===== config.mk =====
export PLATFORM = sky130hd
export DESIGN_NAME = spi_cmd_framer
export DESIGN_NICKNAME = d
export VERILOG_FILES = /design/src/rtl/spi_framer_pkg.sv /design/src/rtl/spi_in_sync.sv /design/src/rtl/spi_frame_fsm.sv /design/src/rtl/spi_so_shift.sv /design/src/rtl/spi_cmd_framer.sv
export SDC_FILE = /design/constraint.sdc
export NUM_CORES = 1
export LEC_CHECK = 0
export BUFFER_PORTS_ARGS = -buffer_cell sky130_fd_sc_hd__buf_2
export CAP_MARGIN = 10
export CORE_MARGIN = 5
export CORE_UTILIZATION = 56
export CTS_CLUSTER_SIZE = 40
export DETAILED_ROUTE_END_ITERATION = 8
export PLACE_DENSITY = 0.78
export SYNTH_ARGS = -nofsm -noshare
export SYNTH_HDL_FRONTEND = slang
export SYNTH_SLANG_ARGS = --single-unit

===== constraint.sdc =====
create_clock -name clk -period 3.13 [get_ports clk]
set_input_delay 0.626 -clock clk [delete_from_list [all_inputs] [get_ports clk]]
set_output_delay 0.626 -clock clk [all_outputs]
set_load 0.03 [all_outputs]

===== src/rtl/spi_framer_pkg.sv =====
package spi_framer_pkg;
  localparam int DATA_W  = 6;
  localparam int BYTE_W  = 8;
  localparam int BCNT_W  = $clog2(BYTE_W);

  localparam logic [3:0] OP_STEP     = 4'b0010;
  localparam logic [3:0] OP_RD_LIVE  = 4'b1001;
  localparam logic [3:0] OP_WR_LIVE  = 4'b1010;
  localparam logic [3:0] OP_RD_STORE = 4'b1011;
  localparam logic [3:0] OP_WR_STORE = 4'b1100;
  localparam logic [3:0] OP_STATUS   = 4'b0101;

  typedef enum logic [1:0] {
    K_CTRL  = 2'd0,
    K_READ  = 2'd1,
    K_WRITE = 2'd2,
    K_STEP  = 2'd3
  } item_kind_e;

  typedef enum logic [2:0] {
    S_IDLE, S_ID, S_INSTR, S_DATA, S_READ, S_STEP, S_SKIP
  } frame_state_e;

  function automatic logic op_is_write(input logic [3:0] op);
    return (op == OP_WR_LIVE) || (op == OP_WR_STORE);
  endfunction

  function automatic logic op_is_read(input logic [3:0] op);
    return (op == OP_RD_LIVE) || (op == OP_RD_STORE) || (op == OP_STATUS);
  endfunction
endpackage


===== src/rtl/spi_in_sync.sv =====
module spi_in_sync #(
  parameter int W      = 4,
  parameter int STAGES = 2
) (
  input  logic         clk,
  input  logic         rst_n,
  input  logic [W-1:0] d,
  output logic [W-1:0] q
);
  genvar b;
  generate
    for (b = 0; b < W; b++) begin : g_bit
      logic [STAGES-1:0] chain;
      always_ff @(posedge clk or negedge rst_n) begin
        if (!rst_n) chain <= '0;
        else        chain <= {chain[STAGES-2:0], d[b]};
      end
      assign q[b] = chain[STAGES-1];
    end
  endgenerate
endmodule


===== src/rtl/spi_frame_fsm.sv =====
module spi_frame_fsm
  import spi_framer_pkg::*;
#(
  parameter logic [3:0] TYPE_ID = 4'b0101
) (
  input  logic              clk,
  input  logic              rst_n,
  input  logic              sck_s,
  input  logic              si_s,
  input  logic              cs_n_s,
  input  logic              hold_n_s,
  input  logic [1:0]        strap,
  input  logic              cmd_ready,
  output logic              cmd_valid,
  output item_kind_e        cmd_kind,
  output logic [3:0]        cmd_op,
  output logic [1:0]        cmd_rsel,
  output logic [1:0]        cmd_chan,
  output logic [DATA_W-1:0] cmd_data,
  output logic              byte_tick,
  output logic              in_read,
  output logic              paused,
  output logic              frame_go,
  output logic              so_shift
);
  frame_state_e      state, st_n;
  logic [BCNT_W-1:0] bitcnt, bit_n;
  logic [BYTE_W-1:0] shreg, sh_n, byte_v;
  logic [3:0]        op_q, op_n;
  logic [1:0]        rs_q, rs_n, ch_q, ch_n;
  logic              sck_d, cs_d, pause_n;
  logic              sck_rise, sck_fall, cs_fall, active, advance, id_ok;
  logic              emit, tick;
  item_kind_e        e_kind;
  logic [3:0]        e_op;
  logic [1:0]        e_rs, e_ch;
  logic [DATA_W-1:0] e_dat;

  assign sck_rise = sck_s & ~sck_d;
  assign sck_fall = ~sck_s & sck_d;
  assign cs_fall  = ~cs_n_s & cs_d;
  assign active   = (state != S_IDLE);
  assign byte_v   = {shreg[BYTE_W-2:0], si_s};
  assign id_ok    = (byte_v[7:4] == TYPE_ID) && (byte_v[3:2] == 2'b00) &&
                    (byte_v[1:0] == strap);
  assign advance  = active && !paused && sck_rise;

  always_comb begin
    st_n   = state;
    bit_n  = bitcnt;
    sh_n   = shreg;
    op_n   = op_q;
    rs_n   = rs_q;
    ch_n   = ch_q;
    pause_n = paused;
    emit   = 1'b0;
    tick   = 1'b0;
    e_kind = K_CTRL;
    e_op   = op_q;
    e_rs   = rs_q;
    e_ch   = ch_q;
    e_dat  = '0;

    if (active && !sck_s) begin
      if (!paused && !hold_n_s)     pause_n = 1'b1;
      else if (paused && hold_n_s)  pause_n = 1'b0;
    end

    if (advance) begin
      case (state)
        S_ID, S_INSTR, S_DATA, S_READ: begin
          sh_n  = byte_v;
          bit_n = bitcnt + 1'b1;
          if (bitcnt == BCNT_W'(BYTE_W - 1)) begin
            tick  = 1'b1;
            bit_n = '0;
            case (state)
              S_ID: st_n = id_ok ? S_INSTR : S_SKIP;
              S_INSTR: begin
                op_n = byte_v[7:4];
                rs_n = byte_v[3:2];
                ch_n = byte_v[1:0];
                e_op = byte_v[7:4];
                e_rs = byte_v[3:2];
                e_ch = byte_v[1:0];
                if (op_is_write(byte_v[7:4])) begin
                  st_n = S_DATA;
                end else if (op_is_read(byte_v[7:4])) begin
                  emit = 1'b1; e_kind = K_READ; st_n = S_READ;
                end else if (byte_v[7:4] == OP_STEP) begin
                  st_n = S_STEP;
                end else begin
                  emit = 1'b1; e_kind = K_CTRL; st_n = S_SKIP;
                end
              end
              S_DATA: begin
                emit   = 1'b1;
                e_kind = K_WRITE;
                e_dat  = byte_v[DATA_W-1:0];
                st_n   = S_SKIP;
              end
              default: st_n = state;
            endcase
          end
        end
        S_STEP: begin
          emit     = 1'b1;
          e_kind   = K_STEP;
          e_dat    = DATA_W'(si_s);
        end
        default: st_n = state;
      endcase
    end

    if (cs_n_s) begin
      st_n    = S_IDLE;
      pause_n = 1'b0;
      emit    = 1'b0;
      tick    = 1'b0;
    end else if (cs_fall) begin
      st_n    = S_ID;
      bit_n   = '0;
      sh_n    = '0;
      pause_n = 1'b0;
    end
  end

  always_ff @(posedge clk or negedge rst_n) begin
    if (!rst_n) begin
      state     <= S_IDLE;
      bitcnt    <= '0;
      shreg     <= '0;
      op_q      <= '0;
      rs_q      <= '0;
      ch_q      <= '0;
      paused    <= 1'b0;
      sck_d     <= 1'b0;
      cs_d      <= 1'b0;
      byte_tick <= 1'b0;
      cmd_valid <= 1'b0;
      cmd_kind  <= K_CTRL;
      cmd_op    <= '0;
      cmd_rsel  <= '0;
      cmd_chan  <= '0;
      cmd_data  <= '0;
    end else begin
      state     <= st_n;
      bitcnt    <= bit_n;
      shreg     <= sh_n;
      op_q      <= op_n;
      rs_q      <= rs_n;
      ch_q      <= ch_n;
      paused    <= pause_n;
      sck_d     <= sck_s;
      cs_d      <= cs_n_s;
      byte_tick <= tick;
      if (cmd_valid && cmd_ready) cmd_valid <= 1'b0;
      if (emit && (!cmd_valid || cmd_ready)) begin
        cmd_valid <= 1'b1;
        cmd_kind  <= e_kind;
        cmd_op    <= e_op;
        cmd_rsel  <= e_rs;
        cmd_chan  <= e_ch;
        cmd_data  <= e_dat;
      end
    end
  end

  assign in_read  = (state == S_READ);
  assign frame_go = cs_fall;
  assign so_shift = in_read && !paused && sck_fall && !cs_n_s;
endmodule


===== src/rtl/spi_so_shift.sv =====
module spi_so_shift #(
  parameter int W = 8
) (
  input  logic         clk,
  input  logic         rst_n,
  input  logic         clear,
  input  logic         load,
  input  logic [W-1:0] load_val,
  input  logic         shift,
  output logic         so
);
  logic [W-1:0] tx;

  always_ff @(posedge clk or negedge rst_n) begin
    if (!rst_n) begin
      tx <= '0;
      so <= 1'b0;
    end else if (clear) begin
      tx <= '0;
      so <= 1'b0;
    end else if (load) begin
      tx <= load_val;
    end else if (shift) begin
      so <= tx[W-1];
      tx <= {tx[W-2:0], 1'b0};
    end
  end
endmodule


===== src/rtl/spi_cmd_framer.sv =====
module spi_cmd_framer
  import spi_framer_pkg::*;
#(
  parameter logic [3:0] TYPE_ID     = 4'b0101,
  parameter int         SYNC_STAGES = 2
) (
  input  logic              clk,
  input  logic              rst_n,
  input  logic              cs_n,
  input  logic              sck,
  input  logic              si,
  input  logic              hold_n,
  input  logic [1:0]        strap_addr,
  output logic              so,
  output logic              so_oe,
  output logic              cmd_valid,
  input  logic              cmd_ready,
  output logic [1:0]        cmd_kind,
  output logic [3:0]        cmd_op,
  output logic [1:0]        cmd_rsel,
  output logic [1:0]        cmd_chan,
  output logic [DATA_W-1:0] cmd_data,
  input  logic [DATA_W-1:0] rd_data,
  output logic              byte_tick
);
  logic [3:0] raw_in, sync_out;
  logic       sck_s, si_s, cs_n_s, hold_n_s;
  logic       in_read, paused, frame_go, so_shift, rd_load;
  item_kind_e kind_e;

  assign raw_in = {hold_n, cs_n, si, sck};
  assign {hold_n_s, cs_n_s, si_s, sck_s} = sync_out;

  spi_in_sync #(.W(4), .STAGES(SYNC_STAGES)) u_sync (
    .clk(clk), .rst_n(rst_n), .d(raw_in), .q(sync_out)
  );

  spi_frame_fsm #(.TYPE_ID(TYPE_ID)) u_fsm (
    .clk(clk), .rst_n(rst_n), .sck_s(sck_s), .si_s(si_s), .cs_n_s(cs_n_s),
    .hold_n_s(hold_n_s), .strap(strap_addr), .cmd_ready(cmd_ready),
    .cmd_valid(cmd_valid), .cmd_kind(kind_e), .cmd_op(cmd_op),
    .cmd_rsel(cmd_rsel), .cmd_chan(cmd_chan), .cmd_data(cmd_data),
    .byte_tick(byte_tick), .in_read(in_read), .paused(paused),
    .frame_go(frame_go), .so_shift(so_shift)
  );

  assign cmd_kind = kind_e;
  assign rd_load  = cmd_valid && cmd_ready && (kind_e == K_READ);

  spi_so_shift #(.W(BYTE_W)) u_tx (
    .clk(clk), .rst_n(rst_n), .clear(frame_go), .load(rd_load),
    .load_val(BYTE_W'(rd_data)), .shift(so_shift), .so(so)
  );

  assign so_oe = in_read && !paused && !cs_n_s;
endmodule


==> flow_summary.html, run 1 <==
<table>
<tr><th>Metric</th><th>Value</th></tr>
<tr><th colspan="2">Power and ir drop</th></tr>
<tr><td>Pwr/cell area</td><td>514 nW/um2</td></tr>
<tr><td>Leakage</td><td>1.51 nW</td></tr>
<tr><td>Worst supply voltage drop on vdd</td><td>0.318 mV</td></tr>
<tr><th colspan="2">Run</th></tr>
<tr><td>Max-cap violation count</td><td>0</td></tr>
<tr><th colspan="2">Die</th></tr>
<tr><td>Die outline height</td><td>78.1 um</td></tr>
<tr><td>Core Rows</td><td>24</td></tr>
<tr><td>Placeable core region</td><td>4440 um2</td></tr>
<tr><td>Starting Density</td><td>0.585</td></tr>
<tr><td>Horiz. Die Dim</td><td>78.1 um</td></tr>
<tr><td>Die Footprint</td><td>6110 um2</td></tr>
<tr><td>Number of placed I/O pins</td><td>35</td></tr>
<tr><th colspan="2">Final layout</th></tr>
<tr><td>P&amp;R area growth vs syn</td><td>15.4%</td></tr>
<tr><td>Nets@finish</td><td>271</td></tr>
<tr><td>Antenna diode instance count</td><td>0</td></tr>
<tr><td>Fraction of the core area covered by cells at the end of the flow</td><td>0.675</td></tr>
<tr><td>Share of post-route cells with drive strength above 1</td><td>0.286</td></tr>
<tr><th colspan="2">Setup path</th></tr>
<tr><td>Category of the critical setup timing path</td><td>reg2reg</td></tr>
<tr><td>R2R setup slack</td><td>810 ps</td></tr>
<tr><td>Termination of the worst setup path</td><td>u_fsm.cmd_rsel[1]</td></tr>
<tr><td>Startpoint type of the worst setup path</td><td>flip-flop</td></tr>
<tr><td>Startpoint of the worst register-to-register path</td><td>u_fsm.bitcnt[0]</td></tr>
<tr><td>R2R depth</td><td>8</td></tr>
<tr><td>Worst R2R End</td><td>u_fsm.cmd_rsel[1]</td></tr>
<tr><td>Critical Path End Type</td><td>flip-flop</td></tr>
<tr><td>Data arrival time of the critical path</td><td>2530 ps</td></tr>
<tr><td>Worst setup path startpoint</td><td>u_fsm.bitcnt[0]</td></tr>
<tr><td>Biggest fanout along the worst timing path</td><td>16</td></tr>
<tr><td>CP required</td><td>3350 ps</td></tr>
<tr><th colspan="2">Global routing</th></tr>
<tr><td>Vias in the first global route</td><td>1833</td></tr>
<tr><td>Pin count of the biggest net entering global routing</td><td>47</td></tr>
<tr><td>GR Util All Layers</td><td>0.174</td></tr>
<tr><td>Aggregate global routing overflow</td><td>0</td></tr>
<tr><td>Antenna violations before repair</td><td>0</td></tr>
<tr><td>Global-route wire length before repair</td><td>8280 um</td></tr>
<tr><th colspan="2">Synth</th></tr>
<tr><td>Top cell type's share of synthesized area</td><td>0.568</td></tr>
<tr><td>Share of the yosys chip area belonging to registers</td><td>0.568</td></tr>
<tr><td>Number of enable flip-flop cells after synthesis</td><td>0</td></tr>
<tr><td>Post-synthesis register bit count</td><td>59</td></tr>
<tr><td>Gate count of the mapped netlist</td><td>217</td></tr>
<tr><td>Asr flop ratio synth</td><td>1.00</td></tr>
<tr><td>Top cells by area, synth</td><td>sky130_fd_sc_hd__dfrtp_1 57%, sky130_fd_sc_hd__mux2i_1 7.7%, sky130_fd_sc_hd__mux2_2 5.6%</td></tr>
<tr><td>Post-Synthesis Cell Area</td><td>2600 um2</td></tr>
<tr><td>Average instance area after synthesis</td><td>12.0 um2</td></tr>
<tr><td>Yosys cell types</td><td>42</td></tr>
<tr><td>Syn Nets</td><td>234</td></tr>
<tr><td>Count of yosys warnings during synthesis</td><td>0</td></tr>
<tr><td>Cell type with the highest aggregate area in the netlist</td><td>sky130_fd_sc_hd__dfrtp_1</td></tr>
<tr><td>Top flip-flop cell by instance count after synthesis</td><td>sky130_fd_sc_hd__dfrtp_1</td></tr>
<tr><th colspan="2">Clock network</th></tr>
<tr><td>Resize count post-CTS</td><td>0</td></tr>
<tr><td>CTS Sinks</td><td>59</td></tr>
<tr><td>Clock network latency to the later pin of the worst-skew pair</td><td>330 ps</td></tr>
<tr><td>CTS Buffer Depth</td><td>2</td></tr>
<tr><td>CTS Buf Count</td><td>9</td></tr>
<tr><td>Post-cts hold buffer count</td><td>0</td></tr>
<tr><td>Buffers inserted by post-CTS timing repair</td><td>0</td></tr>
<tr><td>CTS root buffer</td><td>sky130_fd_sc_hd__clkbuf_8</td></tr>
<tr><td>TritonCTS clock tree</td><td>yes</td></tr>
<tr><td>Level count of the clock H-tree</td><td>3</td></tr>
<tr><td>Clock-pin slew on the worst setup and hold paths</td><td>70 ps</td></tr>
<tr><th colspan="2">STA</th></tr>
<tr><td>Measured slew at the worst slew-check pin</td><td>1000 ps</td></tr>
<tr><td>Worst setup skew after layout</td><td>8.19 ps</td></tr>
<tr><td>Final setup violation count</td><td>0</td></tr>
<tr><td>Setup_tns</td><td>0 ps</td></tr>
<tr><td>RSZ-0062 raised after global routing</td><td>no</td></tr>
<tr><td>Number of failing hold endpoints at the final stage</td><td>0</td></tr>
<tr><td>Rel. slew slack</td><td>0.332</td></tr>
<tr><td>Min cycle time layout</td><td>2320 ps</td></tr>
<tr><td>Maximum frequency from static timing analysis</td><td>432 MHz</td></tr>
<tr><td>Count of pins over their slew limit</td><td>0</td></tr>
<tr><td>Final worst path period share</td><td>0.740</td></tr>
<tr><th colspan="2">Routing</th></tr>
<tr><td>Number of search-and-repair iterations in the first detailed-routing pass</td><td>4</td></tr>
<tr><td>WL final</td><td>4800 um</td></tr>
<tr><td>Antenna Violating Nets Remaining</td><td>0</td></tr>
<tr><td>Avg Vias per Cell</td><td>5.63</td></tr>
<tr><td>DRC marker count from the first detailed-route iteration</td><td>57</td></tr>
<tr><td>Number of remaining DRC errors</td><td>0</td></tr>
<tr><td>Routed via count</td><td>1751</td></tr>
<tr><td>Routed length per instance</td><td>15.4 um</td></tr>
<tr><th colspan="2">Place</th></tr>
<tr><td>Gp weighted congestion</td><td>0.848</td></tr>
<tr><td>Sum of net half-perimeters after detailed placement</td><td>3260 um</td></tr>
<tr><td>IO Port Bufs</td><td>34</td></tr>
<tr><th colspan="2">Hold path</th></tr>
<tr><td>Hold Path Class</td><td>reg2reg</td></tr>
<tr><th colspan="2">Outcome</th></tr>
<tr><td>Outcome</td><td>complete, no violations</td></tr>
</table>
-- synth_stat cells, types with 2 or more instances --
cell type and count:
sky130_fd_sc_hd__a211oi_1 5, sky130_fd_sc_hd__a21o_1 2, sky130_fd_sc_hd__a21oi_1 6, sky130_fd_sc_hd__a31oi_1 2
sky130_fd_sc_hd__and4b_1 2, sky130_fd_sc_hd__buf_2 2, sky130_fd_sc_hd__buf_4 4, sky130_fd_sc_hd__clkbuf_1 4
sky130_fd_sc_hd__dfrtp_1 59, sky130_fd_sc_hd__ha_1 2, sky130_fd_sc_hd__inv_1 6, sky130_fd_sc_hd__mux2_2 13
sky130_fd_sc_hd__mux2_4 5, sky130_fd_sc_hd__mux2i_1 20, sky130_fd_sc_hd__nand2_1 11, sky130_fd_sc_hd__nand2b_1 4
sky130_fd_sc_hd__nand3b_1 3, sky130_fd_sc_hd__nand4_1 2, sky130_fd_sc_hd__nand4b_1 2, sky130_fd_sc_hd__nor2_1 28
sky130_fd_sc_hd__nor2b_1 4, sky130_fd_sc_hd__nor3_1 6, sky130_fd_sc_hd__nor3b_1 2, sky130_fd_sc_hd__o21ai_0 4
sky130_fd_sc_hd__xnor2_1 2
-- per-layer routing --
| metal | global-route usage | share of wire | up-vias |
|---|---|---|---|
| li1 | - | - | 830 |
| met3 | 0.0767 | 0.058 | 4 |
| met5 | 0 | 0 | - |
| met1 | 0.196 | 0.43 | 885 |
| met4 | 0.0682 | 0.0081 | 0 |
| met2 | 0.292 | 0.50 | 32 |
-- per-stage QoR --
step	setup WS, ps	area, um2	instances	power (mW)	hold WS [ps]
after floorplan	916	2600	217	0.819	330
after global placement	888	2800	295	0.851	333
after detailed placement	832	2800	295	0.852	337
after CTS	802	3000	311	1.57	351
after global routing	675	3000	311	1.61	354
final	814	3000	311	1.54	347
-- state kept, by name, summed over array words and instances, names as in the netlist --
register / flops
u_fsm.bitcnt: 3
u_fsm.byte_tick: 1
u_fsm.ch_q: 2
u_fsm.cmd_chan: 2
u_fsm.cmd_data: 6
u_fsm.cmd_kind: 2
u_fsm.cmd_op: 4
u_fsm.cmd_rsel: 2
u_fsm.cmd_valid: 1
u_fsm.cs_d: 1
u_fsm.op_q: 4
u_fsm.paused: 1
u_fsm.rs_q: 2
u_fsm.sck_d: 1
u_fsm.shreg: 7
u_fsm.state: 3
u_sync.g_bit.chain: 8
u_tx.so: 1
u_tx.tx: 8
-- cell families (layout without fill, tap and decap cells) --
| kind of cell | Yosys count | count (layout) | synth area share |
|---|---|---|---|
| xor gates and xnor gates | 3 | 3 | 0.0101 |
| DFF | 59 | 59 | 0.568 |
| and+or+nand+nor | 71 | 71 | 0.149 |
| buffers and inverters | 19 | 61 | 0.0371 |
| AOI/OAI and AO/OA | 25 | 25 | 0.0645 |
| muxes | 38 | 38 | 0.162 |
| adders and majority gates | 2 | 2 | 0.00962 |
-- worst min path at each step --
stage	startpoint	slack, ps	depth (start not counted)	to
2_1_floorplan	rst_n	330	0	u_fsm.bitcnt[0]
3_3_place_gp	u_sync.g_bit[1].chain[0]	330	0	u_sync.g_bit[1].chain[1]
3_5_place_dp	u_sync.g_bit[0].chain[0]	340	0	u_sync.g_bit[0].chain[1]
4_1_cts	u_sync.g_bit[0].chain[0]	350	0	u_sync.g_bit[0].chain[1]
5_1_grt	u_sync.g_bit[0].chain[0]	350	0	u_sync.g_bit[0].chain[1]
6_report	u_sync.g_bit[0].chain[0]	350	0	u_sync.g_bit[0].chain[1]
-- cells in the final DEF (no fill, tap or decap), drive strengths merged --
cell type,netlist,final
a2111oi,1,1
a211oi,5,5
a21o,2,2
a21oi,6,6
a311oi,1,1
a31oi,2,2
and2,1,1
and4b,2,2
buf,8,38
bufinv,0,1
clkbuf,4,13
clkinv,0,1
clkinvlp,0,1
dfrtp,59,59
ha,2,2
inv,7,7
mux2,18,18
mux2i,20,20
nand2,11,11
nand2b,4,4
nand3,1,1
nand3b,3,3
nand4,2,2
nand4b,2,2
nor2,28,28
nor2b,4,4
nor3,7,7
nor3b,3,3
nor4,1,1
nor4b,2,2
o211a,1,1
o21a,1,1
o21ai,4,4
o31ai,1,1
o32a,1,1
xnor2,2,2
xor2,1,1
-- cell type report --
cell class	instances	area, um2
flip-flops and latches	59	1480
fillers	342	1440
clock inverters	3	46.3
well taps	52	65.1
inverters	7	26.3
multi-input cells	139	1030
repair buffers	38	200
clock buffers	13	159
-- report_power, final --
group / total [mW] / switching, mW / internal [mW]
sequential: 0.784 / 0.0108 / 0.774
combinational: 0.0528 / 0.0334 / 0.0194
clock: 0.704 / 0.290 / 0.413
-- worst max-delay path: stages (launching register included) --
cell and delay, ps:
sky130_fd_sc_hd__dfrtp_1 370, sky130_fd_sc_hd__ha_1 160, sky130_fd_sc_hd__ha_1 210, sky130_fd_sc_hd__nand3b_1 150
sky130_fd_sc_hd__a21o_1 220, sky130_fd_sc_hd__o21a_1 140, sky130_fd_sc_hd__nor4b_4 270, sky130_fd_sc_hd__buf_4 300
sky130_fd_sc_hd__mux2_2 370
(Power assumes the default switching activity.)
==> run 2: changes to the inputs <==
--- a/config.mk
+++ b/config.mk
@@ -5,13 +5,14 @@
 export SDC_FILE = /design/constraint.sdc
 export NUM_CORES = 1
 export LEC_CHECK = 0
+export ABC_AREA = 1
 export BUFFER_PORTS_ARGS = -buffer_cell sky130_fd_sc_hd__buf_2
 export CAP_MARGIN = 10
 export CORE_MARGIN = 5
-export CORE_UTILIZATION = 56
+export CORE_UTILIZATION = 57
 export CTS_CLUSTER_SIZE = 40
 export DETAILED_ROUTE_END_ITERATION = 8
-export PLACE_DENSITY = 0.78
+export PLACE_DENSITY = 0.79
 export SYNTH_ARGS = -nofsm -noshare
 export SYNTH_HDL_FRONTEND = slang
 export SYNTH_SLANG_ARGS = --single-unit
==> constraint.sdc (replaced) <==
create_clock -name clk -period 2.3 [get_ports clk]
set_input_delay 0.46 -clock clk [delete_from_list [all_inputs] [get_ports clk]]
set_output_delay 0.46 -clock clk [all_outputs]
set_load 0.03 [all_outputs]
==> run 2 against run 1 <==
Hold slack worse by 150 ps. Clock power grew 19%. Combinational power rose by 140%. Non-clock buffer count is 2 lower. Power rose by 34%. Clock skew fell by 1.9 ps. Count of clock-buffer cells in the layout unchanged. Wire length rose by 11%. Critical endpoint is now u_fsm.cmd_kind[1]. Critical path depth up 1. Via count rose by 21%.
==> flow_summary.html, run 2 <==
<table>
<tr><th>Metric</th><th>Value</th></tr>
<tr><th colspan="2">Clock network</th></tr>
<tr><td>CTS root buffer</td><td>sky130_fd_sc_hd__clkbuf_8</td></tr>
<tr><td>Level count of the clock H-tree</td><td>3</td></tr>
<tr><td>TritonCTS clock tree</td><td>yes</td></tr>
<tr><td>Clock network latency to the later pin of the worst-skew pair</td><td>330 ps</td></tr>
<tr><td>CTS Buf Count</td><td>9</td></tr>
<tr><td>Buffers inserted by post-CTS timing repair</td><td>0</td></tr>
<tr><td>CTS Buffer Depth</td><td>2</td></tr>
<tr><td>Resize count post-CTS</td><td>0</td></tr>
<tr><td>CTS Sinks</td><td>59</td></tr>
<tr><td>Post-cts hold buffer count</td><td>0</td></tr>
<tr><td>Clock-pin slew on the worst setup and hold paths</td><td>70 ps</td></tr>
<tr><th colspan="2">Routing</th></tr>
<tr><td>Met2 routed WL</td><td>2420 um</td></tr>
<tr><td>WL final</td><td>5320 um</td></tr>
<tr><td>Routed length per instance</td><td>13.1 um</td></tr>
<tr><td>Antenna Violating Nets Remaining</td><td>0</td></tr>
<tr><td>Number of search-and-repair iterations in the first detailed-routing pass</td><td>4</td></tr>
<tr><td>Highest metal layer with signal wires</td><td>met4</td></tr>
<tr><td>Number of remaining DRC errors</td><td>0</td></tr>
<tr><td>WL met3</td><td>270 um</td></tr>
<tr><td>Met1 Routed Length</td><td>2540 um</td></tr>
<tr><td>Routed via count</td><td>2126</td></tr>
<tr><td>Avg Vias per Cell</td><td>5.25</td></tr>
<tr><td>DRC marker count from the first detailed-route iteration</td><td>115</td></tr>
<tr><th colspan="2">Setup path</th></tr>
<tr><td>Startpoint type of the worst setup path</td><td>flip-flop</td></tr>
<tr><td>Maximum single-stage delay on the critical path</td><td>360 ps</td></tr>
<tr><td>Data arrival time of the critical path</td><td>2100 ps</td></tr>
<tr><td>Termination of the worst setup path</td><td>u_fsm.cmd_kind[1]</td></tr>
<tr><td>Worst R2R End</td><td>u_fsm.cmd_kind[1]</td></tr>
<tr><td>Dominant cell type by count on the critical path</td><td>sky130_fd_sc_hd__ha_1</td></tr>
<tr><td>Biggest fanout along the worst timing path</td><td>25</td></tr>
<tr><td>R2R depth</td><td>9</td></tr>
<tr><td>Category of the critical setup timing path</td><td>reg2reg</td></tr>
<tr><td>Critical Path End Type</td><td>flip-flop</td></tr>
<tr><td>Ordered cell list for the critical path</td><td>ha_1, ha_1, inv_1, nor2_1, nand3_2, nand2_4, nand3_4, nand2_1, o21ai_2</td></tr>
<tr><td>Worst setup path startpoint</td><td>u_fsm.bitcnt[0]</td></tr>
<tr><td>R2R setup slack</td><td>410 ps</td></tr>
<tr><td>Startpoint of the worst register-to-register path</td><td>u_fsm.bitcnt[0]</td></tr>
<tr><td>CP required</td><td>2500 ps</td></tr>
<tr><td>Slowest cell on the critical path</td><td>sky130_fd_sc_hd__dfrtp_1</td></tr>
<tr><th colspan="2">Place</th></tr>
<tr><td>Gp weighted congestion</td><td>0.888</td></tr>
<tr><td>Worst Setup Slack post-DPL</td><td>415 ps</td></tr>
<tr><td>Sum of net half-perimeters after detailed placement</td><td>3780 um</td></tr>
<tr><td>Total placed instance area</td><td>2930 um2</td></tr>
<tr><td>IO Port Bufs</td><td>34</td></tr>
<tr><th colspan="2">Power and ir drop</th></tr>
<tr><td>Worst supply voltage drop on vdd</td><td>0.441 mV</td></tr>
<tr><td>Final Power</td><td>2.06 mW</td></tr>
<tr><td>Leakage</td><td>1.62 nW</td></tr>
<tr><td>Pwr/cell area</td><td>662 nW/um2</td></tr>
<tr><th colspan="2">Final layout</th></tr>
<tr><td>Antenna diode instance count</td><td>0</td></tr>
<tr><td>Leading cell type in the layout, fill and taps excluded</td><td>sky130_fd_sc_hd__nand2_1</td></tr>
<tr><td>Share of post-route cells with drive strength above 1</td><td>0.234</td></tr>
<tr><td>Leading cell types in the layout, fill and taps excluded</td><td>79 x sky130_fd_sc_hd__nand2_1, 59 x sky130_fd_sc_hd__dfrtp_1, 45 x sky130_fd_sc_hd__nand3_1, 34 x sky130_fd_sc_hd__buf_2, 27 x sky130_fd_sc_hd__inv_1</td></tr>
<tr><td>Nets@finish</td><td>364</td></tr>
<tr><td>Layout filler cell count</td><td>393</td></tr>
<tr><td>Final Instance Area</td><td>3110 um2</td></tr>
<tr><td>P&amp;R area growth vs syn</td><td>13.0%</td></tr>
<tr><td>Largest registers</td><td>u_sync.g_bit.chain (8), u_tx.tx (8), u_fsm.shreg (7)</td></tr>
<tr><th colspan="2">Global routing</th></tr>
<tr><td>Pin count of the biggest net entering global routing</td><td>36</td></tr>
<tr><td>Aggregate global routing overflow</td><td>0</td></tr>
<tr><td>Vias in the first global route</td><td>2023</td></tr>
<tr><td>Antenna violations before repair</td><td>0</td></tr>
<tr><td>GR Util All Layers</td><td>0.190</td></tr>
<tr><td>Global-route wire length before repair</td><td>9220 um</td></tr>
<tr><th colspan="2">STA</th></tr>
<tr><td>Rel. slew slack</td><td>0.493</td></tr>
<tr><td>Maximum frequency from static timing analysis</td><td>528 MHz</td></tr>
<tr><td>Worst setup skew after layout</td><td>6.34 ps</td></tr>
<tr><td>Min cycle time layout</td><td>1890 ps</td></tr>
<tr><td>Least setup slack across all paths after layout</td><td>407 ps</td></tr>
<tr><td>Measured slew at the worst slew-check pin</td><td>761 ps</td></tr>
<tr><td>Count of pins over their slew limit</td><td>0</td></tr>
<tr><td>Final worst path period share</td><td>0.823</td></tr>
<tr><td>Number of failing hold endpoints at the final stage</td><td>0</td></tr>
<tr><td>Final setup violation count</td><td>0</td></tr>
<tr><td>RSZ-0062 raised after global routing</td><td>no</td></tr>
<tr><td>Setup_tns</td><td>0 ps</td></tr>
<tr><th colspan="2">Synth</th></tr>
<tr><td>Top cells by area, synth</td><td>sky130_fd_sc_hd__dfrtp_1 54%, sky130_fd_sc_hd__nand2_1 11%, sky130_fd_sc_hd__nand3_1 8.2%</td></tr>
<tr><td>Asr flop ratio synth</td><td>1.00</td></tr>
<tr><td>Post-Synthesis Cell Area</td><td>2750 um2</td></tr>
<tr><td>Yosys cell types</td><td>30</td></tr>
<tr><td>Count of yosys warnings during synthesis</td><td>0</td></tr>
<tr><td>Cell type with the highest aggregate area in the netlist</td><td>sky130_fd_sc_hd__dfrtp_1</td></tr>
<tr><td>Average instance area after synthesis</td><td>8.90 um2</td></tr>
<tr><td>Top cell type's share of synthesized area</td><td>0.537</td></tr>
<tr><td>Post-synthesis register bit count</td><td>59</td></tr>
<tr><td>Share of the yosys chip area belonging to registers</td><td>0.537</td></tr>
<tr><td>Most common cell in the synthesized netlist</td><td>sky130_fd_sc_hd__nand2_1</td></tr>
<tr><td>Commonest cells in the netlist</td><td>79 x sky130_fd_sc_hd__nand2_1, 59 x sky130_fd_sc_hd__dfrtp_1, 45 x sky130_fd_sc_hd__nand3_1</td></tr>
<tr><td>Gate count of the mapped netlist</td><td>309</td></tr>
<tr><td>Top flip-flop cell by instance count after synthesis</td><td>sky130_fd_sc_hd__dfrtp_1</td></tr>
<tr><td>Number of enable flip-flop cells after synthesis</td><td>0</td></tr>
<tr><td>Syn Nets</td><td>326</td></tr>
<tr><th colspan="2">Die</th></tr>
<tr><td>Die outline height</td><td>79.5 um</td></tr>
<tr><td>Number of placed I/O pins</td><td>35</td></tr>
<tr><td>Placeable core region</td><td>4690 um2</td></tr>
<tr><td>Horiz. Die Dim</td><td>79.5 um</td></tr>
<tr><td>Die Footprint</td><td>6320 um2</td></tr>
<tr><td>Starting Density</td><td>0.586</td></tr>
<tr><td>Core Rows</td><td>25</td></tr>
<tr><th colspan="2">Run</th></tr>
<tr><td>Max-cap violation count</td><td>0</td></tr>
<tr><th colspan="2">Hold path</th></tr>
<tr><td>Hold Path Class</td><td>in2async</td></tr>
<tr><th colspan="2">Outcome</th></tr>
<tr><td>Outcome</td><td>complete, no violations</td></tr>
</table>
## run 2: cell count changes after synthesis, sizes merged, moves of 4 or more
cell / change
mux2i: -20
a211oi: -5
inv: +24
nor2b: -4
nand2: +77
a21oi: +5
nand3: +47
nor3: -4
mux2: -18
nand2b: -4
o21ai: +26
nor2: -7
## run 2: worst min-delay path by stage
| stage | cells after the start | to | slack, ps | from |
|---|---|---|---|---|
| 2_1_floorplan | 0 | u_fsm.bitcnt[0] | 160 | rst_n |
| 3_3_place_gp | 0 | u_sync.g_bit[0].chain[1] | 330 | u_sync.g_bit[0].chain[0] |
| 3_5_place_dp | 0 | u_sync.g_bit[3].chain[1] | 330 | u_sync.g_bit[3].chain[0] |
| 4_1_cts | 1 | u_tx.tx[0] | 210 | rst_n |
| 5_1_grt | 1 | u_sync.g_bit[0].chain[0] | 210 | sck |
| 6_report | 1 | u_tx.tx[2] | 200 | rst_n |
## run 2: through the flow
step | std cells | hold slack, ps | util
finish | 405 | 199 | 0.663
global route | 405 | 214 | 0.663
CTS | 405 | 212 | 0.663
detailed placement | 390 | 335 | 0.625
global placement | 390 | 331 | 0.625
floorplan | 309 | 164 | -
## run 2: cell type report
| type | instances | area (um2) | share of cell area |
|---|---|---|---|
| flip-flops and latches | 59 | 1480 | 0.475 |
| multi-input cells | 210 | 1080 | 0.349 |
| repair buffers | 36 | 185 | 0.0596 |
| clock buffers | 13 | 169 | 0.0543 |
| inverters | 31 | 116 | 0.0374 |
| well taps | 54 | 67.6 | 0.0217 |
| clock inverters | 2 | 10.0 | 0.00322 |
## run 2: critical path, delay by kind of cell (launching register included)
kind | cells | cell delay, ps
and+or+nand+nor | 5 | 810
buffers and inverters | 1 | 130
AOI/OAI and AO/OA | 1 | 70
DFF | 1 | 360
adders and majority gates | 2 | 390
## run 2: power breakdown
| part | leakage (nW) | internal, mW | switching (mW) |
|---|---|---|---|
| sequential | 0.794 | 1.07 | 0.0289 |
| clock | 0.0953 | 0.470 | 0.367 |
| combinational | 0.730 | 0.0406 | 0.0870 |
| total | 1.62 | 1.58 | 0.483 |
## run 2: kinds of logic (layout without fill, tap and decap cells)
family                     count (synthesis)  in the layout  share of synthesized area
AOI/OAI and AO/OA                         44             44                      0.104
xor gates and xnor gates                   1              1                    0.00318
adders and majority gates                  2              2                    0.00909
buffers and inverters                     40             82                     0.0691
DFF                                       59             59                      0.537
and+or+nand+nor                          163            163                      0.278
## run 2: per-layer routing
metal,global-route usage,vias to the layer above
met5,0,-
met4,0.0945,0
met3,0.0440,8
met2,0.285,45
met1,0.256,996
li1,-,1077
==> run 3: changes to the inputs <==
--- a/config.mk
+++ b/config.mk
@@ -5,14 +5,14 @@
 export SDC_FILE = /design/constraint.sdc
 export NUM_CORES = 1
 export LEC_CHECK = 0
-export ABC_AREA = 1
+export ABC_AREA = 0
 export BUFFER_PORTS_ARGS = -buffer_cell sky130_fd_sc_hd__buf_2
 export CAP_MARGIN = 10
 export CORE_MARGIN = 5
-export CORE_UTILIZATION = 57
+export CORE_UTILIZATION = 56
 export CTS_CLUSTER_SIZE = 40
 export DETAILED_ROUTE_END_ITERATION = 8
-export PLACE_DENSITY = 0.79
+export PLACE_DENSITY = 0.78
 export SYNTH_ARGS = -nofsm -noshare
 export SYNTH_HDL_FRONTEND = slang
 export SYNTH_SLANG_ARGS = --single-unit
==> constraint.sdc (replaced) <==
create_clock -name clk -period 1.87 [get_ports clk]
set_input_delay 0.374 -clock clk [delete_from_list [all_inputs] [get_ports clk]]
set_output_delay 0.374 -clock clk [all_outputs]
set_load 0.03 [all_outputs]
==> run 3 against run 2 <==
Sequential cell count unchanged. Cell area up 6.2%. Global-route usage up 0.54 points. Largest cell class unchanged. Count of clock-buffer cells in the layout down 2. Cell count down 18%. The flow now finishes with violations (negative setup slack). Power up 39%. Maximum frequency down 10%. Sequential share of layout area down 2.7 points.
==> flow_summary.html, run 3 (synthesis gave the netlist of run 1 again) <==
<table>
<tr><th>Metric</th><th>Value</th></tr>
<tr><th colspan="2">STA</th></tr>
<tr><td>Maximum frequency from static timing analysis</td><td>475 MHz</td></tr>
<tr><td>Final setup violation count</td><td>16</td></tr>
<tr><td>Least setup slack across all paths after layout</td><td>-236 ps</td></tr>
<tr><td>Final worst path period share</td><td>1.13</td></tr>
<tr><td>Number of failing hold endpoints at the final stage</td><td>0</td></tr>
<tr><td>Tightest hold margin</td><td>31.0 ps</td></tr>
<tr><td>Count of pins over their slew limit</td><td>0</td></tr>
<tr><td>Measured slew at the worst slew-check pin</td><td>408 ps</td></tr>
<tr><td>Rel. slew slack</td><td>0.721</td></tr>
<tr><td>Worst setup skew after layout</td><td>11.6 ps</td></tr>
<tr><td>Min cycle time layout</td><td>2110 ps</td></tr>
<tr><td>RSZ-0062 raised after global routing</td><td>yes</td></tr>
<tr><th colspan="2">Setup path</th></tr>
<tr><td>Critical Path End Type</td><td>flip-flop</td></tr>
<tr><td>Number of buffer and inverter stages on the critical path</td><td>1</td></tr>
<tr><td>R2R depth</td><td>8</td></tr>
<tr><td>Maximum single-stage delay on the critical path</td><td>360 ps</td></tr>
<tr><td>Startpoint of the worst register-to-register path</td><td>u_fsm.bitcnt[1]</td></tr>
<tr><td>Worst path depth</td><td>8</td></tr>
<tr><td>Slowest cell on the critical path</td><td>sky130_fd_sc_hd__dfrtp_1</td></tr>
<tr><td>Data arrival time of the critical path</td><td>2330 ps</td></tr>
<tr><td>Worst setup path startpoint</td><td>u_fsm.bitcnt[1]</td></tr>
<tr><td>Biggest fanout along the worst timing path</td><td>13</td></tr>
<tr><td>Worst R2R End</td><td>u_fsm.cmd_op[1]</td></tr>
<tr><td>Cell class contributing the biggest share of worst-path delay</td><td>simple AND/OR/NAND/NOR gates</td></tr>
<tr><td>Termination of the worst setup path</td><td>u_fsm.cmd_op[1]</td></tr>
<tr><td>R2R setup slack</td><td>-240 ps</td></tr>
<tr><td>Category of the critical setup timing path</td><td>reg2reg</td></tr>
<tr><td>Ordered cell list for the critical path</td><td>ha_2, ha_4, nand3b_1, a21o_1, o21a_1, nor4b_4, buf_12, mux2_2</td></tr>
<tr><td>Startpoint type of the worst setup path</td><td>flip-flop</td></tr>
<tr><td>CP required</td><td>2090 ps</td></tr>
<tr><th colspan="2">Final layout</th></tr>
<tr><td>Leading cell type in the layout, fill and taps excluded</td><td>sky130_fd_sc_hd__dfrtp_1</td></tr>
<tr><td>Non-filler cells in the finished layout</td><td>333</td></tr>
<tr><td>Leading cell types in the layout, fill and taps excluded</td><td>57 x sky130_fd_sc_hd__dfrtp_1, 33 x sky130_fd_sc_hd__buf_2, 28 x sky130_fd_sc_hd__nor2_1, 22 x sky130_fd_sc_hd__buf_4, 20 x sky130_fd_sc_hd__mux2i_1</td></tr>
<tr><td>P&amp;R area growth vs syn</td><td>26.9%</td></tr>
<tr><td>Nets@finish</td><td>294</td></tr>
<tr><td>Final Instance Area</td><td>3300 um2</td></tr>
<tr><td>Layout filler cell count</td><td>304</td></tr>
<tr><td>Share of post-route cells with drive strength above 1</td><td>0.367</td></tr>
<tr><td>Antenna diode instance count</td><td>0</td></tr>
<tr><td>Largest registers</td><td>u_sync.g_bit.chain (8), u_tx.tx (8), u_fsm.shreg (7)</td></tr>
<tr><th colspan="2">Global routing</th></tr>
<tr><td>Pin count of the biggest net entering global routing</td><td>60</td></tr>
<tr><td>Antenna violations before repair</td><td>0</td></tr>
<tr><td>GR Util All Layers</td><td>0.195</td></tr>
<tr><td>Aggregate global routing overflow</td><td>0</td></tr>
<tr><td>Vias in the first global route</td><td>1854</td></tr>
<tr><td>Global-route wire length before repair</td><td>9020 um</td></tr>
<tr><th colspan="2">Routing</th></tr>
<tr><td>Avg Vias per Cell</td><td>5.39</td></tr>
<tr><td>Routed via count</td><td>1794</td></tr>
<tr><td>DRC marker count from the first detailed-route iteration</td><td>87</td></tr>
<tr><td>WL final</td><td>5390 um</td></tr>
<tr><td>Number of remaining DRC errors</td><td>0</td></tr>
<tr><td>Number of search-and-repair iterations in the first detailed-routing pass</td><td>4</td></tr>
<tr><td>Antenna Violating Nets Remaining</td><td>0</td></tr>
<tr><td>Routed length per instance</td><td>16.2 um</td></tr>
<tr><th colspan="2">Outcome</th></tr>
<tr><td>Violated checks</td><td>negative setup slack</td></tr>
<tr><td>Outcome</td><td>finished with violations</td></tr>
<tr><th colspan="2">Die</th></tr>
<tr><td>Die outline height</td><td>78.1 um</td></tr>
<tr><td>Die Footprint</td><td>6110 um2</td></tr>
<tr><td>Core Rows</td><td>24</td></tr>
<tr><td>Number of placed I/O pins</td><td>35</td></tr>
<tr><td>Placeable core region</td><td>4440 um2</td></tr>
<tr><td>Starting Density</td><td>0.585</td></tr>
<tr><td>Horiz. Die Dim</td><td>78.1 um</td></tr>
<tr><th colspan="2">Power and ir drop</th></tr>
<tr><td>Clock network fraction of total power</td><td>0.504</td></tr>
<tr><td>Switching share of power</td><td>0.201</td></tr>
<tr><td>Pint</td><td>2.29 mW</td></tr>
<tr><td>Leakage</td><td>1.65 nW</td></tr>
<tr><td>Pwr/cell area</td><td>869 nW/um2</td></tr>
<tr><td>Net Switching</td><td>575 uW</td></tr>
<tr><td>Final Power</td><td>2.87 mW</td></tr>
<tr><td>Logic gate share of total power</td><td>0.037</td></tr>
<tr><td>Worst supply voltage drop on vdd</td><td>0.629 mV</td></tr>
<tr><td>Sequential Power Share</td><td>0.459</td></tr>
<tr><th colspan="2">Clock network</th></tr>
<tr><td>CTS root buffer</td><td>sky130_fd_sc_hd__clkbuf_8</td></tr>
<tr><td>CTS Buffer Depth</td><td>2</td></tr>
<tr><td>Level count of the clock H-tree</td><td>3</td></tr>
<tr><td>Clock-pin slew on the worst setup and hold paths</td><td>70 ps</td></tr>
<tr><td>Post-cts hold buffer count</td><td>0</td></tr>
<tr><td>CTS Sinks</td><td>59</td></tr>
<tr><td>Clock network latency to the later pin of the worst-skew pair</td><td>340 ps</td></tr>
<tr><td>TritonCTS clock tree</td><td>yes</td></tr>
<tr><td>CTS Buf Count</td><td>9</td></tr>
<tr><th colspan="2">Run</th></tr>
<tr><td>Max-cap violation count</td><td>0</td></tr>
<tr><th colspan="2">Place</th></tr>
<tr><td>Gp weighted congestion</td><td>0.846</td></tr>
<tr><td>Total placed instance area</td><td>3010 um2</td></tr>
<tr><td>Post-placement cell count</td><td>316</td></tr>
<tr><td>IO Port Bufs</td><td>34</td></tr>
<tr><td>Sum of net half-perimeters after detailed placement</td><td>3660 um</td></tr>
<tr><th colspan="2">Hold path</th></tr>
<tr><td>Hold Path Class</td><td>in2async</td></tr>
</table>
[run 3: cell types whose count changed in the layout (fill, tap and decap cells not counted), sizes merged, moves of 18 or more]
cell / delta
mux2i: +20
nand3: -47
mux2: +18
inv: -24
buf: +25
o21ai: -26
nand2: -77
[run 3: stage by stage]
| step | worst slack [ps] | util | TNS [ps] |
|---|---|---|---|
| global route | -327 | 0.743 | -4840 |
| CTS | -257 | 0.740 | -3530 |
| detailed placement | -262 | 0.676 | -3240 |
| finish | -236 | 0.743 | -3210 |
| floorplan | -320 | - | -3380 |
| global placement | -171 | 0.676 | -2230 |
[run 3: how the worst min path moves through the flow]
stage / start / endpoint / depth (start not counted)
floorplan: rst_n / u_fsm.bitcnt[0] / 0
global placement: u_sync.g_bit[2].chain[0] / u_sync.g_bit[2].chain[1] / 0
detailed placement: u_sync.g_bit[3].chain[0] / u_sync.g_bit[3].chain[1] / 0
CTS: rst_n / u_fsm.cmd_data[5] / 2
global route: rst_n / u_fsm.cmd_data[3] / 2
finish: rst_n / u_fsm.cmd_data[3] / 2
[run 3: area by class of cell]
| cell class | count | area (um2) | area share |
|---|---|---|---|
| timing repair buffer | 61 | 424 | 0.129 |
| multi-input combinational | 139 | 1060 | 0.320 |
| tap | 52 | 65.1 | 0.0197 |
| clock buffer | 11 | 151 | 0.0459 |
| inverter | 7 | 26.3 | 0.00796 |
| clock inverter | 4 | 97.6 | 0.0296 |
| sequential | 59 | 1480 | 0.448 |
[run 3: per-layer routing]
layer / vias to the layer above / track usage / share of wire
met1: 880 / 0.237 / 0.44
met4: 0 / 0.0699 / 0.014
met2: 30 / 0.318 / 0.50
met3: 5 / 0.0767 / 0.042
met5: - / 0 / 0
li1: 879 / - / -
[run 3: power groups by stage]
stage	Sequential (mW)	Combinational [mW]	Clock, mW
floorplan	1.33	0.0416	0
global placement	1.33	0.103	0
detailed placement	1.34	0.105	0
CTS	1.31	0.107	1.47
global route	1.32	0.121	1.54
finish	1.31	0.106	1.45
[run 3: repair_timing]
item | CTS | global route
setup endpoints to repair | 17 | 17
resized for setup | 6 | 2
setup buffers | 1 | 1
pin swaps | 1 | 2
